## config.mk

```make
export PLATFORM = sky130hd
export DESIGN_NAME = mbx_doorbell_ack
export DESIGN_NICKNAME = d
export VERILOG_FILES = /design/src/rtl/mbx_ack_pkg.sv /design/src/rtl/mbx_ack_seq.sv /design/src/rtl/mbx_ack_cmdreg.sv /design/src/rtl/mbx_ack_counter.sv /design/src/rtl/mbx_doorbell_ack.sv
export SDC_FILE = /design/constraint.sdc
export NUM_CORES = 1
export LEC_CHECK = 0
export ABC_AREA = 0
export BUFFER_PORTS_ARGS = -buffer_cell sky130_fd_sc_hd__buf_2
export CORE_MARGIN = 5
export CORE_UTILIZATION = 46
export DETAILED_ROUTE_END_ITERATION = 8
export GPL_TIMING_DRIVEN = 0
export PLACE_DENSITY = 0.81
export SLEW_MARGIN = 10
export SYNTH_ARGS = -nofsm -noshare
export SYNTH_HDL_FRONTEND = slang
export SYNTH_SLANG_ARGS = --single-unit
```

## constraint.sdc

```tcl
create_clock -name clk -period 1.8 [get_ports clk]
set_input_delay 0.18 -clock clk [delete_from_list [all_inputs] [get_ports clk]]
set_output_delay 0.18 -clock clk [all_outputs]
set_load 0.02 [all_outputs]
```

## src/rtl/mbx_ack_pkg.sv

```systemverilog
package mbx_ack_pkg;

  typedef enum logic [2:0] {
    S_POLL,
    S_FLAG_WAIT,
    S_CMD_REQ,
    S_CMD_WAIT,
    S_WR_CMD,
    S_WR_FLAG,
    S_STOP
  } ack_state_e;

endpackage

```

## src/rtl/mbx_ack_seq.sv

```systemverilog
module mbx_ack_seq
  import mbx_ack_pkg::*;
#(
  parameter int ADDR_W = 8,
  parameter logic [ADDR_W-1:0] IN_CMD_ADDR   = 8'h00,
  parameter logic [ADDR_W-1:0] OUT_CMD_ADDR  = 8'h10,
  parameter logic [ADDR_W-1:0] IN_FLAG_ADDR  = 8'h20,
  parameter logic [ADDR_W-1:0] OUT_FLAG_ADDR = 8'h30
) (
  input  logic              clk,
  input  logic              rst_n,
  input  logic              rsp_valid,
  input  logic              pending,
  input  logic              payload_ok,
  output logic              rd_req,
  output logic [ADDR_W-1:0] rd_addr,
  output logic              wr_req,
  output logic [ADDR_W-1:0] wr_addr,
  output logic              sel_flag,
  output logic              cap_en,
  output logic              ack_pulse,
  output logic              stopped
);

  ack_state_e state_q, state_d;

  always_ff @(posedge clk) begin
    if (!rst_n) state_q <= S_POLL;
    else        state_q <= state_d;
  end

  always_comb begin
    state_d   = state_q;
    rd_req    = 1'b0;
    rd_addr   = IN_FLAG_ADDR;
    wr_req    = 1'b0;
    wr_addr   = OUT_CMD_ADDR;
    sel_flag  = 1'b0;
    cap_en    = 1'b0;
    ack_pulse = 1'b0;
    unique case (state_q)
      S_POLL: begin
        rd_req  = 1'b1;
        rd_addr = IN_FLAG_ADDR;
        state_d = S_FLAG_WAIT;
      end
      S_FLAG_WAIT: begin
        if (rsp_valid) begin
          if (pending && payload_ok) state_d = S_CMD_REQ;
          else                       state_d = S_POLL;
        end
      end
      S_CMD_REQ: begin
        rd_req  = 1'b1;
        rd_addr = IN_CMD_ADDR;
        state_d = S_CMD_WAIT;
      end
      S_CMD_WAIT: begin
        if (rsp_valid) begin
          cap_en  = 1'b1;
          state_d = S_WR_CMD;
        end
      end
      S_WR_CMD: begin
        wr_req  = 1'b1;
        wr_addr = OUT_CMD_ADDR;
        state_d = S_WR_FLAG;
      end
      S_WR_FLAG: begin
        wr_req    = 1'b1;
        wr_addr   = OUT_FLAG_ADDR;
        sel_flag  = 1'b1;
        ack_pulse = 1'b1;
        state_d   = S_STOP;
      end
      S_STOP: state_d = S_STOP;
      default: state_d = S_POLL;
    endcase
  end

  assign stopped = (state_q == S_STOP);

  // reads and writes are exclusive
  a_r9_rd_wr_excl: assert property (@(posedge clk) disable iff (!rst_n)
    !(rd_req && wr_req));
  // no back-to-back read requests
  a_r9_one_outstanding: assert property (@(posedge clk) disable iff (!rst_n)
    rd_req |=> !rd_req);
  // flag write directly follows command write
  a_r6_flag_after_cmd: assert property (@(posedge clk) disable iff (!rst_n)
    (wr_req && wr_addr == OUT_CMD_ADDR) |=> (wr_req && wr_addr == OUT_FLAG_ADDR));
  // once stopped, silent forever
  a_r8_stop_hold: assert property (@(posedge clk) disable iff (!rst_n)
    stopped |=> (stopped && !rd_req && !wr_req));

endmodule

```

## src/rtl/mbx_ack_cmdreg.sv

```systemverilog
module mbx_ack_cmdreg #(
  parameter int DATA_W = 32
) (
  input  logic              clk,
  input  logic              rst_n,
  input  logic              cap_en,
  input  logic [DATA_W-1:0] din,
  output logic [DATA_W-1:0] dout
);

  always_ff @(posedge clk) begin
    if (!rst_n)      dout <= '0;
    else if (cap_en) dout <= din;
  end

endmodule

```

## src/rtl/mbx_ack_counter.sv

```systemverilog
module mbx_ack_counter #(
  parameter int CNT_W = 8
) (
  input  logic             clk,
  input  logic             rst_n,
  input  logic             inc,
  output logic [CNT_W-1:0] count
);

  localparam logic [CNT_W-1:0] MAX_CNT = {CNT_W{1'b1}};

  always_ff @(posedge clk) begin
    if (!rst_n)                       count <= '0;
    else if (inc && count != MAX_CNT) count <= count + 1'b1;
  end

  // counter moves by one step at most
  a_r7_count_step: assert property (@(posedge clk) disable iff (!rst_n)
    (count != $past(count)) |-> (count == $past(count) + 1'b1));

endmodule

```

## src/rtl/mbx_doorbell_ack.sv

```systemverilog
module mbx_doorbell_ack #(
  parameter int DATA_W = 32,
  parameter int ADDR_W = 8,
  parameter int CNT_W  = 8,
  parameter logic [ADDR_W-1:0] IN_CMD_ADDR   = 8'h00,
  parameter logic [ADDR_W-1:0] OUT_CMD_ADDR  = 8'h10,
  parameter logic [ADDR_W-1:0] IN_FLAG_ADDR  = 8'h20,
  parameter logic [ADDR_W-1:0] OUT_FLAG_ADDR = 8'h30,
  parameter logic [DATA_W-1:0] PEND_MASK     = 32'h0000_0001,
  parameter logic [DATA_W-1:0] ACK_VALUE     = 32'h0000_0002
) (
  input  logic              clk,
  input  logic              rst_n,
  output logic              rd_en,
  output logic [ADDR_W-1:0] rd_addr,
  input  logic [DATA_W-1:0] rd_data,
  input  logic              rd_valid,
  output logic              wr_en,
  output logic [ADDR_W-1:0] wr_addr,
  output logic [DATA_W-1:0] wr_data,
  input  logic              payload_complete,
  output logic              done,
  output logic [CNT_W-1:0]  ack_count
);

  logic              pending;
  logic              sel_flag;
  logic              cap_en;
  logic              ack_pulse;
  logic [DATA_W-1:0] cmd_q;

  assign pending = |(rd_data & PEND_MASK);

  mbx_ack_seq #(
    .ADDR_W       (ADDR_W),
    .IN_CMD_ADDR  (IN_CMD_ADDR),
    .OUT_CMD_ADDR (OUT_CMD_ADDR),
    .IN_FLAG_ADDR (IN_FLAG_ADDR),
    .OUT_FLAG_ADDR(OUT_FLAG_ADDR)
  ) u_seq (
    .clk       (clk),
    .rst_n     (rst_n),
    .rsp_valid (rd_valid),
    .pending   (pending),
    .payload_ok(payload_complete),
    .rd_req    (rd_en),
    .rd_addr   (rd_addr),
    .wr_req    (wr_en),
    .wr_addr   (wr_addr),
    .sel_flag  (sel_flag),
    .cap_en    (cap_en),
    .ack_pulse (ack_pulse),
    .stopped   (done)
  );

  mbx_ack_cmdreg #(.DATA_W(DATA_W)) u_cmd (
    .clk   (clk),
    .rst_n (rst_n),
    .cap_en(cap_en),
    .din   (rd_data),
    .dout  (cmd_q)
  );

  assign wr_data = sel_flag ? ACK_VALUE : cmd_q;

  mbx_ack_counter #(.CNT_W(CNT_W)) u_cnt (
    .clk  (clk),
    .rst_n(rst_n),
    .inc  (ack_pulse),
    .count(ack_count)
  );

  // Checker state: payload seen high at some earlier edge since reset
  logic pay_seen_q;
  always_ff @(posedge clk) begin
    if (!rst_n)                pay_seen_q <= 1'b0;
    else if (payload_complete) pay_seen_q <= 1'b1;
  end

  // any write needs a payload rise at a strictly earlier edge
  a_r4_wr_after_payload: assert property (@(posedge clk) disable iff (!rst_n)
    wr_en |-> pay_seen_q);
  // done rises together with a counter step
  a_r7_done_counts: assert property (@(posedge clk) disable iff (!rst_n)
    $rose(done) |-> (ack_count != $past(ack_count)));

endmodule

```

Yosys cells after proc, flatten, opt, wreduce, memory -nomap -nowiden
Index checks and enable logic that the tools add are counted. W data, S select, Z words.

Output and inout bits: 59. Input port bits: 36. Bits in registers: 43. Word-level logic and storage cells: 32. Memory bits (writable): 0. Bits in latches: 0. Memory bits (read-only): 0. Memories: 0.

Equality and inequality tests: 9. Bitwise gates (word level): 0. Shift operators: 0. Reduce and logical (&&, ||, !) cells: 7. Muxes and demuxes: 12. Multipliers: 0. Divide/modulo/power cells: 0. Add/subtract/negate cells: 1. $lt $le $gt $ge: 0.

Operator list (count): $mux W32 (1); $pmux W3 S6 (1); $mux W6 (2); $eq A3 B3 Y1 const B (3); $add A8 B1 Y8 const B (1); $ne A8 B8 Y1 const B (1); $eq A3 B2 Y1 const B (2); $mux W3 (2); $reduce_or A2 Y1 (3); $mux W1 (5); $ne A2 B2 Y1 const B (2); $eq A3 B1 Y1 const B (1); $logic_not A3 Y1 (1); $logic_and A1 B1 Y1 (2); $mux W2 (1); $reduce_and A2 Y1 (1).

Depth between registers and ports, before layout
Depth in word-level cells: 4. Gate-level depth with buffers: 6. Gate-level depth less buffers: 5.

Cells and area by module
A second synthesis with hierarchy kept.

Cells, all modules: 220. Area total of the unflattened synthesis: 2160.8 um^2.

By module, submodules not included: mbx_ack_cmdreg (sequential area each 640.6 um^2, area each 1243.7 um^2, instances 1, cells an instance 103); mbx_ack_counter (sequential area each 160.2 um^2, area each 404.1 um^2, instances 1, cells an instance 47); mbx_ack_seq (sequential area each 60.1 um^2, area each 291.5 um^2, instances 1, cells an instance 35); mbx_doorbell_ack (sequential area each 0.0 um^2, area each 221.5 um^2, instances 1, cells an instance 35).

Worst setup path before layout
OpenSTA, ideal clock, no wires.

Path kind: flip-flop to flip-flop. Start point: register u_cnt.count[0]. End point: register u_cnt.count[4]. Cell stages (with the launch flop): 6. Arrival: 1.467 ns. Data required time: 1.685 ns. Path buffers: 0. Setup time: 0.115 ns. Slack: 0.219 ns. Clock period less this slack: 1.581 ns. Path through: dfxtp_1 -> ha_1 -> nand3_1 -> or3b_4 -> xnor2_1 -> and2_1.

Longest elaborated chain between the ends: 2.

RTL lines: start: declaration (RTL line mbx_ack_counter.sv:7) `output logic [CNT_W-1:0] count`; start signal: assignment (RTL line mbx_ack_counter.sv:14) `else if (inc && count != MAX_CNT) count <= count + 1'b1;`; branches (longest 2 deep; another with $add A8 B1 Y8).

Parallel ways; which one is timed is not known. A chain may end at the register's enable or synchronous reset.

Worst setup path in the final report
Start point: register u_seq.state_q[0]. End point: output wr_data[9].

Longest elaborated chain between the ends: 3.

RTL lines: start: declaration (RTL line mbx_ack_seq.sv:25) `ack_state_e state_q, state_d;`; start signal: assignment (RTL line mbx_ack_seq.sv:29) `else state_q <= state_d;`; $eq A3 B3 Y1 (RTL line mbx_ack_seq.sv:41) `unique case (state_q)`; $mux W1 (RTL line mbx_ack_seq.sv:41); $mux W32 (RTL line mbx_doorbell_ack.sv:64) `assign wr_data = sel_flag ? ACK_VALUE : cmd_q;`; end: declaration (RTL line mbx_doorbell_ack.sv:20) `output logic [DATA_W-1:0] wr_data,`.

Every way passes these cells.

==> metrics.csv <==
metric;value;unit
status;completed;
maxcap violations;0;
WHS Path Cells;3;
Critical R2R Launch;u_seq.state_q[0];
die area;5959;um2
CP Cell Sequence;clkbuf_2 > nand3b_4 > clkbuf_4 > and2_1 > buf_2;
post-DR wirelength/cell;11.72;um
share of layout cells above drive strength 1;0.3229;
Worst-path clk slew;80;ps
critical path's slowest cell;dfxtp_1;
hold endpoint;u_cmd.dout[2];
cts hold-fix bufs;0;
FF-to-FF path depth;6;
total negative slack;0;ps
largest net degree at the start of global routing;13;
Ys Warns;0;
register area share after synthesis;0.4145;
worst hold path type;input port to flip-flop;
GRT overflow;0;
Hold Vio Cnt, Final;0;
total number of vias;1874;
Seq cells post-synth;43;
Clock Latency Late Sink;290;ps
WL final;4.745;mm
WL met3;391;um
Max Slew Vio Count;0;
total CTS buffers;5;
DIE WIDTH;77.20;um
final setup fails;0;
CP Launch Type;flip-flop;
starting density of the core;0.4770;
Hold Crit Start;rd_data[2];
Min Clock Period, post-route;1694;ps
FMAX;590.4;MHz
GP Congestion;0.7643;
H-Tree Depth;2;
# rows;24;
All-Layer GR Usage;0.1580;
Final Non-Filler Cells;405;
vias in the first global route;1780;
Synth top area share;0.4145;
maximum VDD drop;517.3;uV
CTS tree;built;
crit-path max cell delay;320;ps
final routed DRC violation total;0;
Worst Path Required;1620;ps
Tcrit/Tclk final;0.9410;
IO Pins;95;
first drt pass iteration count;4;
1st-iter DRT viols;35;
PortBufs;79;
CTS sink count;43;
Final ANT Viol Nets;0;
post-cts sizing count;3;
Mapped Area;2077;um2
Clock Skew;4.312;ps
HPWL after DPL;3.625;mm
met1 wire length;1.917;mm
worst setup margin;106.2;ps
RSZ-0062 raised after global routing;no;
Post-CTS Setup Bufs;0;
Max Buffers Root-to-Sink;2;
Arr. time, crit path;1510;ps
Leak;1.286;nW
initial antenna violation count;0;
Placed Cells;397;
synthesized instance count;254;
Avg Synthesized Cell Area;8.177;um2
Area Overhead vs Synth;28.55;%
n_diodes;0;
Core Region;4354;um2
Chip Height;77.20;um
met2 WL post-DR;2.380;mm
final net count;389;
# fillers;403;
P per Cell Area;637.4;nW/um2
crit-path max FO;10;
top cell type by total area after synthesis;dfxtp_1;
r2r endpoint;u_cnt.count[7];
Critical Path Sink Type;primary output;
pre-CTS WS;243.5;ps
largest cells by area after synthesis;dfxtp_1 41%, nand2_1 13%, and2_1 11%;
Max Used Layer;met4;
Vias/cell;4.627;
setup slack, reg-to-reg;260;ps
first-pass GRT wire length;7.817;mm
library cells used by synthesis;35;
clock root cell;clkbuf_8;
Setup CP Type;flip-flop to primary output;
-- cells in the final DEF, fill, tap and decap left out --
cell	instances
clkbuf_1	7
ha_1	1
dfxtp_1	43
o21a_1	1
clkinv_2	1
nand3b_4	1
nand4_1	1
o211ai_1	3
clkbuf_8	5
nand2_1	70
nand3_1	1
conb_1	14
clkbuf_4	1
and4b_1	1
xnor2_1	4
nor3_1	1
or2b_1	1
nand2b_1	3
a21boi_1	5
nor2_1	3
nor2b_1	3
o31ai_1	1
mux2i_1	3
a31oi_1	1
nor3b_1	1
and3_1	1
o21ai_0	2
a21oi_1	2
nand4b_1	1
and2_1	35
clkbuf_2	2
inv_1	1
and3b_1	1
a21boi_0	27
o31a_1	1
buf_2	88
or3b_4	1
buf_4	15
-- logic make-up after synthesis --
family,count (synthesis),synth area share
flip-flops,43,0.4145
buffers and inverters,33,0.09217
multiplexers,3,0.01446
other,2,0.003616
XOR/XNOR,4,0.01687
AND/OR/NAND/NOR,125,0.3018
AO/OA/AOI/OAI,43,0.1506
adder cells (fa/ha/maj),1,0.006023
-- registers in the layout, summed over array words and instances, names as in the netlist --
register       cells
u_seq.state_q      3
u_cnt.count        8
u_cmd.dout        32
-- report_power, final --
group / switching (mW) / internal, mW
registers: 0.00323 / 0.958
logic: 0.0874 / 0.0774
clock network: 0.304 / 0.272
-- cells in the mapped netlist --
| master | number |
|---|---|
| nor2b_1 | 3 |
| a21boi_0 | 27 |
| nor3_1 | 1 |
| o211ai_1 | 3 |
| o31a_1 | 1 |
| buf_2 | 8 |
| nor2_1 | 3 |
| mux2i_1 | 3 |
| or2b_1 | 1 |
| and4b_1 | 1 |
| nand3_1 | 1 |
| and3_1 | 1 |
| nand2_1 | 70 |
| nand4_1 | 1 |
| and2_1 | 35 |
| ha_1 | 1 |
| nand3b_4 | 1 |
| clkbuf_2 | 1 |
| xnor2_1 | 4 |
| o21a_1 | 1 |
| clkbuf_1 | 8 |
| conb_1 | 2 |
| and3b_1 | 1 |
| o21ai_0 | 2 |
| nor3b_1 | 1 |
| nand4b_1 | 1 |
| or3b_4 | 1 |
| dfxtp_1 | 43 |
| a21boi_1 | 5 |
| o31ai_1 | 1 |
| nand2b_1 | 3 |
| a31oi_1 | 1 |
| a21oi_1 | 2 |
| inv_1 | 1 |
| buf_4 | 15 |
-- per-layer routing --
metal  track usage  vias up
met4       0.04639        0
met5             0        -
met3       0.05269        6
li1              -      980
met2        0.2896       62
met1        0.1697      826
-- how the worst max path moves through the flow --
stage                     slack (ps)              to              from
final                            110      wr_data[9]  u_seq.state_q[0]
after detailed placement         240      wr_data[7]  u_seq.state_q[1]
after CTS                         50      wr_data[7]  u_seq.state_q[0]
after floorplan                  220  u_cnt.count[4]    u_cnt.count[0]
after global routing               8      wr_data[7]  u_seq.state_q[1]
after global placement           240      wr_data[7]  u_seq.state_q[1]
-- through the flow --
stage / hold WS (ps) / total power [mW] / utilization / cell area, um2
after floorplan: 314.8 / 1.090 / - / 2122
after CTS: 110.2 / 1.724 / 0.6126 / 2668
final: 117.4 / 1.702 / 0.6132 / 2670
after global placement: 420.4 / 1.147 / 0.5931 / 2582
after global routing: 110.8 / 1.783 / 0.6132 / 2670
after detailed placement: 427.0 / 1.148 / 0.5931 / 2582
-- area by class of cell --
type / instances / area [um2] / area share
flip-flops and latches: 43 / 860.8 / 0.3224
plain buffers: 32 / 193.9 / 0.07263
multi-input cells: 190 / 1070 / 0.4007
clock inverters: 1 / 5.005 / 0.001874
well taps: 52 / 65.06 / 0.02437
inverters: 1 / 3.754 / 0.001406
clock buffers: 7 / 76.32 / 0.02858
repair buffers: 79 / 395.4 / 0.1481
-- worst max-delay path, delay by kind of cell (launching register included) --
| kind | cells | cell delay (ps) |
|---|---|---|
| simple gates | 2 | 330 |
| flops | 1 | 320 |
| buf+inv | 3 | 580 |
Note: power is estimated with default switching activity, not from simulation.
